$ cat config.mk
export PLATFORM = sky130hd
export DESIGN_NAME = ptr_i2c_target
export DESIGN_NICKNAME = d
export VERILOG_FILES = /design/src/rtl/ptr_i2c_target_pkg.sv /design/src/rtl/ptr_i2c_rst_sync.sv /design/src/rtl/ptr_i2c_line_sync.sv /design/src/rtl/ptr_i2c_pointer.sv /design/src/rtl/ptr_i2c_byte_fsm.sv /design/src/rtl/ptr_i2c_target.sv
export SDC_FILE = /design/constraint.sdc
export NUM_CORES = 1
export LEC_CHECK = 0
export BUFFER_PORTS_ARGS = -buffer_cell sky130_fd_sc_hd__buf_2
export CORE_ASPECT_RATIO = 2
export CORE_MARGIN = 1
export CORE_UTILIZATION = 62
export DETAILED_ROUTE_END_ITERATION = 8
export PLACE_DENSITY = 0.94
export SETUP_SLACK_MARGIN = 0.4
export SYNTH_ARGS = -nofsm -noshare
export SYNTH_HDL_FRONTEND = slang
export SYNTH_SLANG_ARGS = --single-unit
$ cat constraint.sdc
create_clock -name clk -period 4.15 [get_ports clk]
set_input_delay 0.2075 -clock clk [delete_from_list [all_inputs] [get_ports clk]]
set_output_delay 0.2075 -clock clk [all_outputs]
set_load 0.1 [all_outputs]
$ cat src/rtl/ptr_i2c_target_pkg.sv
package ptr_i2c_target_pkg;
  typedef enum logic [2:0] {
    ST_IDLE,
    ST_ADDR,
    ST_ADDR_ACK,
    ST_RX,
    ST_RX_ACK,
    ST_TX,
    ST_TX_ACK
  } tgt_state_e;

  localparam int unsigned BYTE_W = 8;
endpackage

$ cat src/rtl/ptr_i2c_rst_sync.sv
module ptr_i2c_rst_sync #(
  parameter int unsigned STAGES = 2
) (
  input  logic clk,
  input  logic rst_n,
  output logic rst_n_sync
);
  logic [STAGES-1:0] chain_q;

  always_ff @(posedge clk or negedge rst_n) begin
    if (!rst_n) chain_q <= '0;
    else        chain_q <= {chain_q[STAGES-2:0], 1'b1};
  end

  assign rst_n_sync = chain_q[STAGES-1];
endmodule

$ cat src/rtl/ptr_i2c_line_sync.sv
module ptr_i2c_line_sync #(
  parameter int unsigned STAGES = 2
) (
  input  logic clk,
  input  logic rst_n,
  input  logic scl_i,
  input  logic sda_i,
  output logic scl_s,
  output logic sda_s,
  output logic scl_rise,
  output logic scl_fall,
  output logic start_det,
  output logic stop_det
);
  logic [STAGES-1:0] scl_pipe_q, scl_pipe_d;
  logic [STAGES-1:0] sda_pipe_q, sda_pipe_d;
  logic              scl_prev_q, sda_prev_q;

  always_comb begin
    scl_pipe_d = {scl_pipe_q[STAGES-2:0], scl_i};
    sda_pipe_d = {sda_pipe_q[STAGES-2:0], sda_i};
  end

  always_ff @(posedge clk or negedge rst_n) begin
    if (!rst_n) begin
      scl_pipe_q <= '1;
      sda_pipe_q <= '1;
      scl_prev_q <= 1'b1;
      sda_prev_q <= 1'b1;
    end else begin
      scl_pipe_q <= scl_pipe_d;
      sda_pipe_q <= sda_pipe_d;
      scl_prev_q <= scl_pipe_q[STAGES-1];
      sda_prev_q <= sda_pipe_q[STAGES-1];
    end
  end

  assign scl_s     = scl_pipe_q[STAGES-1];
  assign sda_s     = sda_pipe_q[STAGES-1];
  assign scl_rise  = scl_s & ~scl_prev_q;
  assign scl_fall  = ~scl_s & scl_prev_q;
  assign start_det = scl_s & scl_prev_q & sda_prev_q & ~sda_s;
  assign stop_det  = scl_s & scl_prev_q & ~sda_prev_q & sda_s;
endmodule

$ cat src/rtl/ptr_i2c_pointer.sv
module ptr_i2c_pointer #(
  parameter int unsigned PTR_W = 8
) (
  input  logic             clk,
  input  logic             rst_n,
  input  logic             load,
  input  logic [PTR_W-1:0] load_val,
  input  logic             inc,
  output logic [PTR_W-1:0] ptr
);
  logic [PTR_W-1:0] ptr_q, ptr_d;

  always_comb begin
    ptr_d = ptr_q;
    if (load)     ptr_d = load_val;
    else if (inc) ptr_d = ptr_q + 1'b1;
  end

  always_ff @(posedge clk or negedge rst_n) begin
    if (!rst_n) ptr_q <= '0;
    else        ptr_q <= ptr_d;
  end

  assign ptr = ptr_q;

  AST_PTR_WRAP: assert property (@(posedge clk) disable iff (!rst_n)
    (ptr_q == '1 && inc && !load) |=> (ptr_q == '0));
  AST_PTR_LOAD: assert property (@(posedge clk) disable iff (!rst_n)
    load |=> (ptr_q == $past(load_val)));
endmodule

$ cat src/rtl/ptr_i2c_byte_fsm.sv
module ptr_i2c_byte_fsm
  import ptr_i2c_target_pkg::*;
#(
  parameter logic [6:0]  DEV_ADDR = 7'b0001110,
  parameter int unsigned PTR_W    = 8
) (
  input  logic              clk,
  input  logic              rst_n,
  input  logic              sda_s,
  input  logic              scl_rise,
  input  logic              scl_fall,
  input  logic              start_det,
  input  logic              stop_det,
  input  logic [PTR_W-1:0]  ptr,
  input  logic [BYTE_W-1:0] rd_data,
  output logic              ptr_load,
  output logic [PTR_W-1:0]  ptr_load_val,
  output logic              ptr_inc,
  output logic              sda_oe,
  output logic              wr_en,
  output logic [PTR_W-1:0]  wr_addr,
  output logic [BYTE_W-1:0] wr_data
);
  localparam int unsigned CNT_W    = $clog2(BYTE_W) + 1;
  localparam logic [CNT_W-1:0] FULL = CNT_W'(BYTE_W);
  localparam logic [CNT_W-1:0] LAST = CNT_W'(BYTE_W - 1);

  tgt_state_e        state_q, state_d;
  logic [CNT_W-1:0]  cnt_q, cnt_d;
  logic [BYTE_W-1:0] sh_q, sh_d;
  logic [BYTE_W-1:0] tx_q, tx_d;
  logic              rw_q, rw_d;
  logic              first_q, first_d;
  logic              mack_q, mack_d;
  logic              oe_q, oe_d;
  logic              we_q, we_d;
  logic [PTR_W-1:0]  waddr_q, waddr_d;
  logic [BYTE_W-1:0] wdata_q, wdata_d;

  always_comb begin
    state_d  = state_q;
    cnt_d    = cnt_q;
    sh_d     = sh_q;
    tx_d     = tx_q;
    rw_d     = rw_q;
    first_d  = first_q;
    mack_d   = mack_q;
    oe_d     = oe_q;
    we_d     = 1'b0;
    waddr_d  = waddr_q;
    wdata_d  = wdata_q;
    ptr_load = 1'b0;
    ptr_inc  = 1'b0;

    if (stop_det) begin
      state_d = ST_IDLE;
      oe_d    = 1'b0;
    end else if (start_det) begin
      state_d = ST_ADDR;
      cnt_d   = '0;
      oe_d    = 1'b0;
    end else begin
      unique case (state_q)
        ST_ADDR: begin
          if (scl_rise) begin
            sh_d  = {sh_q[BYTE_W-2:0], sda_s};
            cnt_d = cnt_q + 1'b1;
          end else if (scl_fall && cnt_q == FULL) begin
            if (sh_q[BYTE_W-1:1] == DEV_ADDR) begin
              state_d = ST_ADDR_ACK;
              oe_d    = 1'b1;
              rw_d    = sh_q[0];
            end else begin
              state_d = ST_IDLE;
            end
          end
        end
        ST_ADDR_ACK: begin
          if (scl_fall) begin
            cnt_d = '0;
            if (rw_q) begin
              tx_d    = rd_data;
              oe_d    = ~rd_data[BYTE_W-1];
              state_d = ST_TX;
            end else begin
              oe_d    = 1'b0;
              first_d = 1'b1;
              state_d = ST_RX;
            end
          end
        end
        ST_RX: begin
          if (scl_rise) begin
            sh_d  = {sh_q[BYTE_W-2:0], sda_s};
            cnt_d = cnt_q + 1'b1;
          end else if (scl_fall && cnt_q == FULL) begin
            oe_d    = 1'b1;
            state_d = ST_RX_ACK;
            if (first_q) begin
              ptr_load = 1'b1;
            end else begin
              we_d    = 1'b1;
              waddr_d = ptr;
              wdata_d = sh_q;
              ptr_inc = 1'b1;
            end
          end
        end
        ST_RX_ACK: begin
          if (scl_fall) begin
            oe_d    = 1'b0;
            cnt_d   = '0;
            first_d = 1'b0;
            state_d = ST_RX;
          end
        end
        ST_TX: begin
          if (scl_fall) begin
            if (cnt_q == LAST) begin
              oe_d    = 1'b0;
              ptr_inc = 1'b1;
              state_d = ST_TX_ACK;
            end else begin
              tx_d  = {tx_q[BYTE_W-2:0], 1'b0};
              oe_d  = ~tx_q[BYTE_W-2];
              cnt_d = cnt_q + 1'b1;
            end
          end
        end
        ST_TX_ACK: begin
          if (scl_rise) begin
            mack_d = ~sda_s;
          end else if (scl_fall) begin
            cnt_d = '0;
            if (mack_q) begin
              tx_d    = rd_data;
              oe_d    = ~rd_data[BYTE_W-1];
              state_d = ST_TX;
            end else begin
              oe_d    = 1'b0;
              state_d = ST_IDLE;
            end
          end
        end
        default: begin
          oe_d = 1'b0;
        end
      endcase
    end
  end

  always_ff @(posedge clk or negedge rst_n) begin
    if (!rst_n) begin
      state_q <= ST_IDLE;
      cnt_q   <= '0;
      sh_q    <= '0;
      tx_q    <= '0;
      rw_q    <= 1'b0;
      first_q <= 1'b0;
      mack_q  <= 1'b0;
      oe_q    <= 1'b0;
      we_q    <= 1'b0;
      waddr_q <= '0;
      wdata_q <= '0;
    end else begin
      state_q <= state_d;
      cnt_q   <= cnt_d;
      sh_q    <= sh_d;
      tx_q    <= tx_d;
      rw_q    <= rw_d;
      first_q <= first_d;
      mack_q  <= mack_d;
      oe_q    <= oe_d;
      we_q    <= we_d;
      waddr_q <= waddr_d;
      wdata_q <= wdata_d;
    end
  end

  assign ptr_load_val = PTR_W'(sh_q);
  assign sda_oe       = oe_q;
  assign wr_en        = we_q;
  assign wr_addr      = waddr_q;
  assign wr_data      = wdata_q;

  AST_IDLE_QUIET: assert property (@(posedge clk) disable iff (!rst_n)
    (state_q == ST_IDLE) |-> !oe_q);
  AST_WE_PULSE: assert property (@(posedge clk) disable iff (!rst_n)
    we_q |=> !we_q);
  AST_STOP_RELEASE: assert property (@(posedge clk) disable iff (!rst_n)
    stop_det |=> (!oe_q && state_q == ST_IDLE));
  AST_CNT_RANGE: assert property (@(posedge clk) disable iff (!rst_n)
    cnt_q <= FULL);
endmodule

$ cat src/rtl/ptr_i2c_target.sv
module ptr_i2c_target
  import ptr_i2c_target_pkg::*;
#(
  parameter logic [6:0]  DEV_ADDR    = 7'b0001110,
  parameter int unsigned PTR_W       = 8,
  parameter int unsigned SYNC_STAGES = 2
) (
  input  logic              clk,
  input  logic              rst_n,
  input  logic              scl_i,
  input  logic              sda_i,
  output logic              sda_oe,
  output logic              rf_we,
  output logic [PTR_W-1:0]  rf_waddr,
  output logic [BYTE_W-1:0] rf_wdata,
  output logic [PTR_W-1:0]  rf_raddr,
  input  logic [BYTE_W-1:0] rf_rdata
);
  logic             rst_n_s;
  logic             scl_s, sda_s, scl_rise, scl_fall, start_det, stop_det;
  logic             ptr_load, ptr_inc;
  logic [PTR_W-1:0] ptr_load_val, ptr;

  ptr_i2c_rst_sync #(.STAGES(2)) u_rst (
    .clk(clk), .rst_n(rst_n), .rst_n_sync(rst_n_s)
  );

  ptr_i2c_line_sync #(.STAGES(SYNC_STAGES)) u_sync (
    .clk(clk), .rst_n(rst_n_s), .scl_i(scl_i), .sda_i(sda_i),
    .scl_s(scl_s), .sda_s(sda_s), .scl_rise(scl_rise), .scl_fall(scl_fall),
    .start_det(start_det), .stop_det(stop_det)
  );

  ptr_i2c_pointer #(.PTR_W(PTR_W)) u_ptr (
    .clk(clk), .rst_n(rst_n_s), .load(ptr_load), .load_val(ptr_load_val),
    .inc(ptr_inc), .ptr(ptr)
  );

  ptr_i2c_byte_fsm #(.DEV_ADDR(DEV_ADDR), .PTR_W(PTR_W)) u_fsm (
    .clk(clk), .rst_n(rst_n_s), .sda_s(sda_s), .scl_rise(scl_rise),
    .scl_fall(scl_fall), .start_det(start_det), .stop_det(stop_det),
    .ptr(ptr), .rd_data(rf_rdata), .ptr_load(ptr_load),
    .ptr_load_val(ptr_load_val), .ptr_inc(ptr_inc), .sda_oe(sda_oe),
    .wr_en(rf_we), .wr_addr(rf_waddr), .wr_data(rf_wdata)
  );

  assign rf_raddr = ptr;

  logic unused_scl;
  assign unused_scl = scl_s;
endmodule

### Word-level counts from Yosys, hierarchy flattened

Index checks and enable logic that the tools add are counted.

| storage, ports and cells | value |
|---|---|
| register bits | 59 |
| input port bits | 12 |
| output and inout bits | 26 |
| logic and storage cells | 155 |

| cells by class | value |
|---|---|
| add/sub/neg operators | 2 |
| equal/unequal tests | 33 |
| mux-type cells | 69 |
| bitwise gates (word level) | 17 |
| reduce and logical (&&, ||, !) cells | 17 |

Operator list:

| operator | count |
|---|---|
| 7-bit two-way mux | 7 |
| 3-bit two-way mux | 14 |
| 1-bit two-way mux | 33 |
| 4-bit by 3-bit inequality test with 1-bit output, second input constant | 8 |
| 4-bit two-way mux | 6 |
| 6-bit AND reduction | 4 |
| 7-bit case mux with 3 select lines | 1 |
| 10-bit AND reduction | 2 |
| 3-bit case mux with 6 select lines | 1 |
| 8-bit two-way mux | 2 |
| 4-bit case mux with 4 select lines | 1 |
| 2-bit by 1-bit inequality test with 1-bit output, second input constant | 6 |
| 4-bit inequality test, second input constant | 3 |
| 11-bit AND reduction | 1 |
| 1-bit NOT | 10 |
| 3-bit == test, second input constant | 3 |
| 8-bit by 1-bit adder with 8-bit output, second input constant | 1 |
| 4-bit AND reduction | 2 |
| 8-bit nonzero test | 1 |
| 1-bit bitwise AND | 7 |
| 7-bit by 4-bit == test with 1-bit output, second input constant | 1 |
| 3-bit by 2-bit == test with 1-bit output, second input constant | 2 |
| 2-bit inequality test, second input constant | 3 |
| 3-bit inequality test, second input constant | 2 |
| 14 further kinds | 17 |

### Longest topological paths before layout

| logic depth | value |
|---|---|
| word-level depth | 10 |
| mapped depth | 8 |
| gate-level depth less buffers | 7 |

### Modules after synthesis

From an unflattened synthesis, not the netlist that was laid out.

| unflattened totals | value |
|---|---|
| cell total of the unflattened synthesis | 252 |
| area total of the unflattened synthesis | 2980.4 um^2 |

Modules (own cells, without submodules):

| module | times used | cells an instance | area each (um^2) |
|---|---|---|---|
| ptr_i2c_byte_fsm | 1 | 190 | 2285.9 |
| ptr_i2c_pointer | 1 | 49 | 450.4 |
| ptr_i2c_line_sync | 1 | 10 | 190.2 |
| ptr_i2c_rst_sync | 1 | 3 | 53.8 |

### Worst setup path before layout

Ideal clock, no wire load.

| timing path | value |
|---|---|
| path kind | register to register |
| start point | reg u_ptr.ptr_q[0] (netlist: u_ptr.ptr[0]) |
| end point | reg u_ptr.ptr_q[6] (netlist: u_ptr.ptr[6]) |
| library setup time | 64 ps |
| data arrival time | 2028 ps |
| data required time | 4086 ps |
| setup slack | 2058 ps |
| cell stages (with the launch flop) | 6 |
| clock period less this slack | 2092 ps |
| cells stage by stage | dfrtp_1 > ha_1 > nand3_1 > or3_1 > nor3_1 > a211o_1 |

| on the way | value |
|---|---|
| word-level cells in the longest chain between the ends | 3 |

Ends and longest elaborated chain:

| item | RTL line | source |
|---|---|---|
| start: declaration | ptr_i2c_pointer.sv:11 | `logic [PTR_W-1:0] ptr_q, ptr_d;` |
| start signal: assignment | ptr_i2c_pointer.sv:21 | `else ptr_q <= ptr_d;` |
| 8-bit by 1-bit adder with 8-bit output | ptr_i2c_pointer.sv:16 | `else if (inc) ptr_d = ptr_q + 1'b1;` |
| 8-bit two-way mux | ptr_i2c_pointer.sv:16 |  |
| 8-bit two-way mux | ptr_i2c_pointer.sv:15 | `if (load) ptr_d = load_val;` |

No other way between the ends. The select of a mux whose other input is x is not followed.
A chain may end at the register's enable or synchronous reset.

### Worst setup path in the final report

| timing path | value |
|---|---|
| start point | reg u_fsm.state_q[0] |
| end point | reg u_fsm.tx_q[4] |

| on the way | value |
|---|---|
| word-level cells in the longest chain between the ends | 3 |
| elaborated cells between the ends (all ways) | 13 |

Ends and longest elaborated chain:

| item | RTL line | source |
|---|---|---|
| start: declaration | ptr_i2c_byte_fsm.sv:28 | `tgt_state_e state_q, state_d;` |
| start signal: assignment | ptr_i2c_byte_fsm.sv:166 | `state_q <= state_d;` |
| 3-bit == test or 3-bit by 2-bit == test with 1-bit output (tied branches) | ptr_i2c_byte_fsm.sv:63 | `unique case (state_q)` |
| 2-bit by 1-bit inequality test with 1-bit output (no source line), or another cell as far along | - |  |
| 10-bit AND reduction (no source line) | - |  |
| end signal: assignment | ptr_i2c_byte_fsm.sv:169 | `tx_q <= tx_d;` |
| end: declaration | ptr_i2c_byte_fsm.sv:31 | `logic [BYTE_W-1:0] tx_q, tx_d;` |

Parallel ways exist; a longest one is shown, timed or not.

==> impl_metrics.json <==
{
  "outcome": "complete, no violations",
  "tns_ps": 0,
  "crit_path_cell_trace": "nand3b_4, nor2_2, nor2_1, o21ai_4, mux2_1",
  "synth_ff_type": "dfrtp_1",
  "hp-class": "input port to flip-flop",
  "ir_drop_uv": 384,
  "die_x_um": 51.4,
  "cts_resized": 0,
  "antenna_found_initial": 0,
  "path_clk_slew_ps": 60,
  "power_mw": 1.38,
  "holdPathEnd": "u_fsm.tx_q[0]",
  "setup_viol": 0,
  "fp-row-count": 35,
  "cts_buffers": 9,
  "period_minus_slack_ps": 2260,
  "place_hpwl_um": 4620,
  "cts_setup_buffers": 0,
  "tightest_slew_ps": 714,
  "first_pass_iters": 6,
  "ys_seq_elements": 59,
  "power.leakage_nw": 1.72,
  "yosysMostFrequentCell": "dfrtp_1",
  "via_count": 2328,
  "seq_area_frac_synth_pct": 49.1,
  "gp_congestion": 0.930,
  "die_y_um": 101,
  "synthesis.area_um2": 3020,
  "hold_viol_final": 0,
  "grt_pass1_vias": 2302,
  "placed_area_um2": 3200,
  "cp_data_required_time_ps": 4370,
  "final_util_pct": 73.9,
  "grt_use_total_pct": 29.4,
  "relSlewSlack_pct": 52.4,
  "grt_pass1_wl_um": 11000,
  "path_delay_family": "flip-flops",
  "yosys_warnings": 0,
  "core_um2": 4640,
  "overflow": 0,
  "grt_max_degree": 58,
  "syn_area_per_cell_um2": 11.2,
  "synthesis.instances": 269,
  "drt_iter0_markers": 69,
  "fp.dieArea_um2": 5180,
  "timing.hold.ws_ps": 169,
  "grt_setup_unrepaired": "no",
  "design_area_um2": 3430,
  "startpoint_type": "flip-flop",
  "post_drt_wl_per_cell_um": 18.4,
  "drive_gt1_share_pct": 30.4,
  "synth_fa_ha_area_share_pct": 1.24,
  "arrival_ps": 2470,
  "timing.final.crit_share_pct": 54.3,
  "synth_commonest_cells": "dfrtp_1 (53), mux2_2 (16), nand2_1 (16)",
  "end_kind": "flip-flop",
  "synth_edf_count": 0,
  "synthMuxAreaShare_pct": 14.1,
  "powerDensity_nw_per_um2": 404,
  "rr_worst_depth": 5,
  "start_util_pct": 65.1,
  "clkSinkCount": 59,
  "worstHoldStart": "rf_rdata[0]",
  "reg2reg_slack_ps": 1890,
  "nets": 323,
  "diodes": 0,
  "finClkSkew_ps": 10.2,
  "hold_depth": 3,
  "cpMaxStageDelayCell": "dfrtp_1",
  "cts_root_buf": "clkbuf_8",
  "ant_nets": 0,
  "totalWireLength_um": 6740,
  "path_max_fanout": 23,
  "ys_top_cells_by_area": "dfrtp_1 (44%), mux2_2 (6.0%), dfstp_2 (5.2%)",
  "viasPerCell": 6.34,
  "ys_types": 63,
  "max_cap_viol_count": 0,
  "synth_xor_area_share_pct": 0.579,
  "synthToLayoutAreaGrowth_pct": 13.4,
  "ys_async_sr_fraction_pct": 100,
  "fmax_mhz": 443,
  "insertion_delay_ps": 340,
  "reg2reg_to": "u_fsm.tx_q[4]",
  "clock_path_buffers": 2,
  "critical_path_class": "flip-flop to flip-flop",
  "cts_hold_buf": 3,
  "syn_nets": 284,
  "synth_compound_area_share_pct": 15.4,
  "synth_top_area_cell": "dfrtp_1",
  "path_buf_inv": 0,
  "r2r_start": "u_fsm.state_q[0]",
  "synth_top_family_by_area": "simple AND/OR/NAND/NOR gates",
  "cts-htree-levels": 3,
  "cts_tree": "yes",
  "numPortBuffers": 37,
  "ios": 38,
  "synthSimpleGateAreaFrac_pct": 15.4,
  "yosys.area.top_type_share_pct": 43.9,
  "cpPeakStageDelay_ps": 800,
  "finalMaxSlewViolations": 0,
  "drc": 0
}
==> worst max-delay path by stage <==
stage                          start       endpoint  cells past startpoint  slack (ps)
finish              u_fsm.state_q[0]  u_fsm.tx_q[4]                      5        1890
global route        u_fsm.state_q[0]  u_fsm.tx_q[4]                      5        1770
CTS                 u_fsm.state_q[0]  u_fsm.tx_q[4]                      5        1930
detailed placement  u_fsm.state_q[0]  u_fsm.tx_q[4]                      5        1940
global placement    u_fsm.state_q[0]  u_fsm.tx_q[2]                      5        2010
floorplan               u_ptr.ptr[0]   u_ptr.ptr[6]                      5        2060
==> stage by stage <==
step	worst slack, ps	instances
CTS	1930	367
detailed placement	1940	349
global placement	2010	349
finish	1890	367
global route	1770	367
floorplan	2060	269
==> power by group <==
| part | total [mW] | leakage, nW | switching, mW | internal, mW |
|---|---|---|---|---|
| Sequential | 0.677 | 0.785 | 0.0606 | 0.616 |
| Clock | 0.521 | 0.0995 | 0.215 | 0.306 |
| Combinational | 0.186 | 0.839 | 0.111 | 0.0754 |
| Total | 1.38 | 1.72 | 0.386 | 0.998 |
==> per-layer routing <==
metal	up-vias	track usage [%]	share of wire (%)
met5	-	0	0
met4	0	16.6	3.8
met3	33	7.69	4.2
met2	99	49.3	55
met1	1133	32.6	37
li1	1063	-	-
==> cells by family (layout without fill, tap and decap cells) <==
logic type	count (synthesis)	in the layout
AND/OR/NAND/NOR	77	77
other	1	1
XOR/XNOR	2	2
multiplexers	36	36
buffers and inverters	24	67
flip-flops	59	59
AO/OA/AOI/OAI	67	67
adder cells (fa/ha/maj)	3	3
==> final cells by class <==
class | instances | area, um^2
multi-input combinational | 186 | 1420
timing repair buffer | 41 | 223
fill | 335 | 1210
clock buffer | 13 | 159
inverter | 11 | 41.3
clock inverter | 2 | 35.0
tap | 55 | 68.8
sequential | 59 | 1490
==> state kept, by name (all words and copies together), names as in the netlist <==
name and flops:
u_sync.scl_prev_q 1, u_sync.sda_pipe_q 2, u_fsm.mack_q 1, u_fsm.state_q 3, u_fsm.wr_data 8, u_fsm.tx_q 7, u_fsm.wr_en 1, u_fsm.cnt_q 4
u_fsm.first_q 1, u_fsm.rw_q 1, u_sync.sda_prev_q 1, u_sync.scl_pipe_q 2, u_fsm.wr_addr 8, u_fsm.ptr_load_val 8, u_ptr.ptr 8, u_rst.chain_q 2
u_fsm.sda_oe 1
==> worst reg2reg max path: stages, from the launching register on <==
cell      delay (ps)
dfrtp_1          800
nand3b_4         260
nor2_2           310
nor2_1           110
o21ai_4          300
mux2_1           350
==> layout by cell type, fill, tap and decap left out, types with 5 or more instances in the layout <==
master,synthesis,routed
a21oi_1,13,13
o22ai_1,5,5
nor2_1,14,14
buf_2,8,37
inv_1,10,10
nand2_1,16,16
dfstp_2,6,6
nor3_1,9,9
nand3_1,6,6
mux2_2,16,16
clkbuf_8,0,11
dfrtp_1,53,52
mux2_4,7,7
mux2_1,9,9
o21ai_0,13,13
a31oi_1,6,6
(Power assumes the default switching activity.)
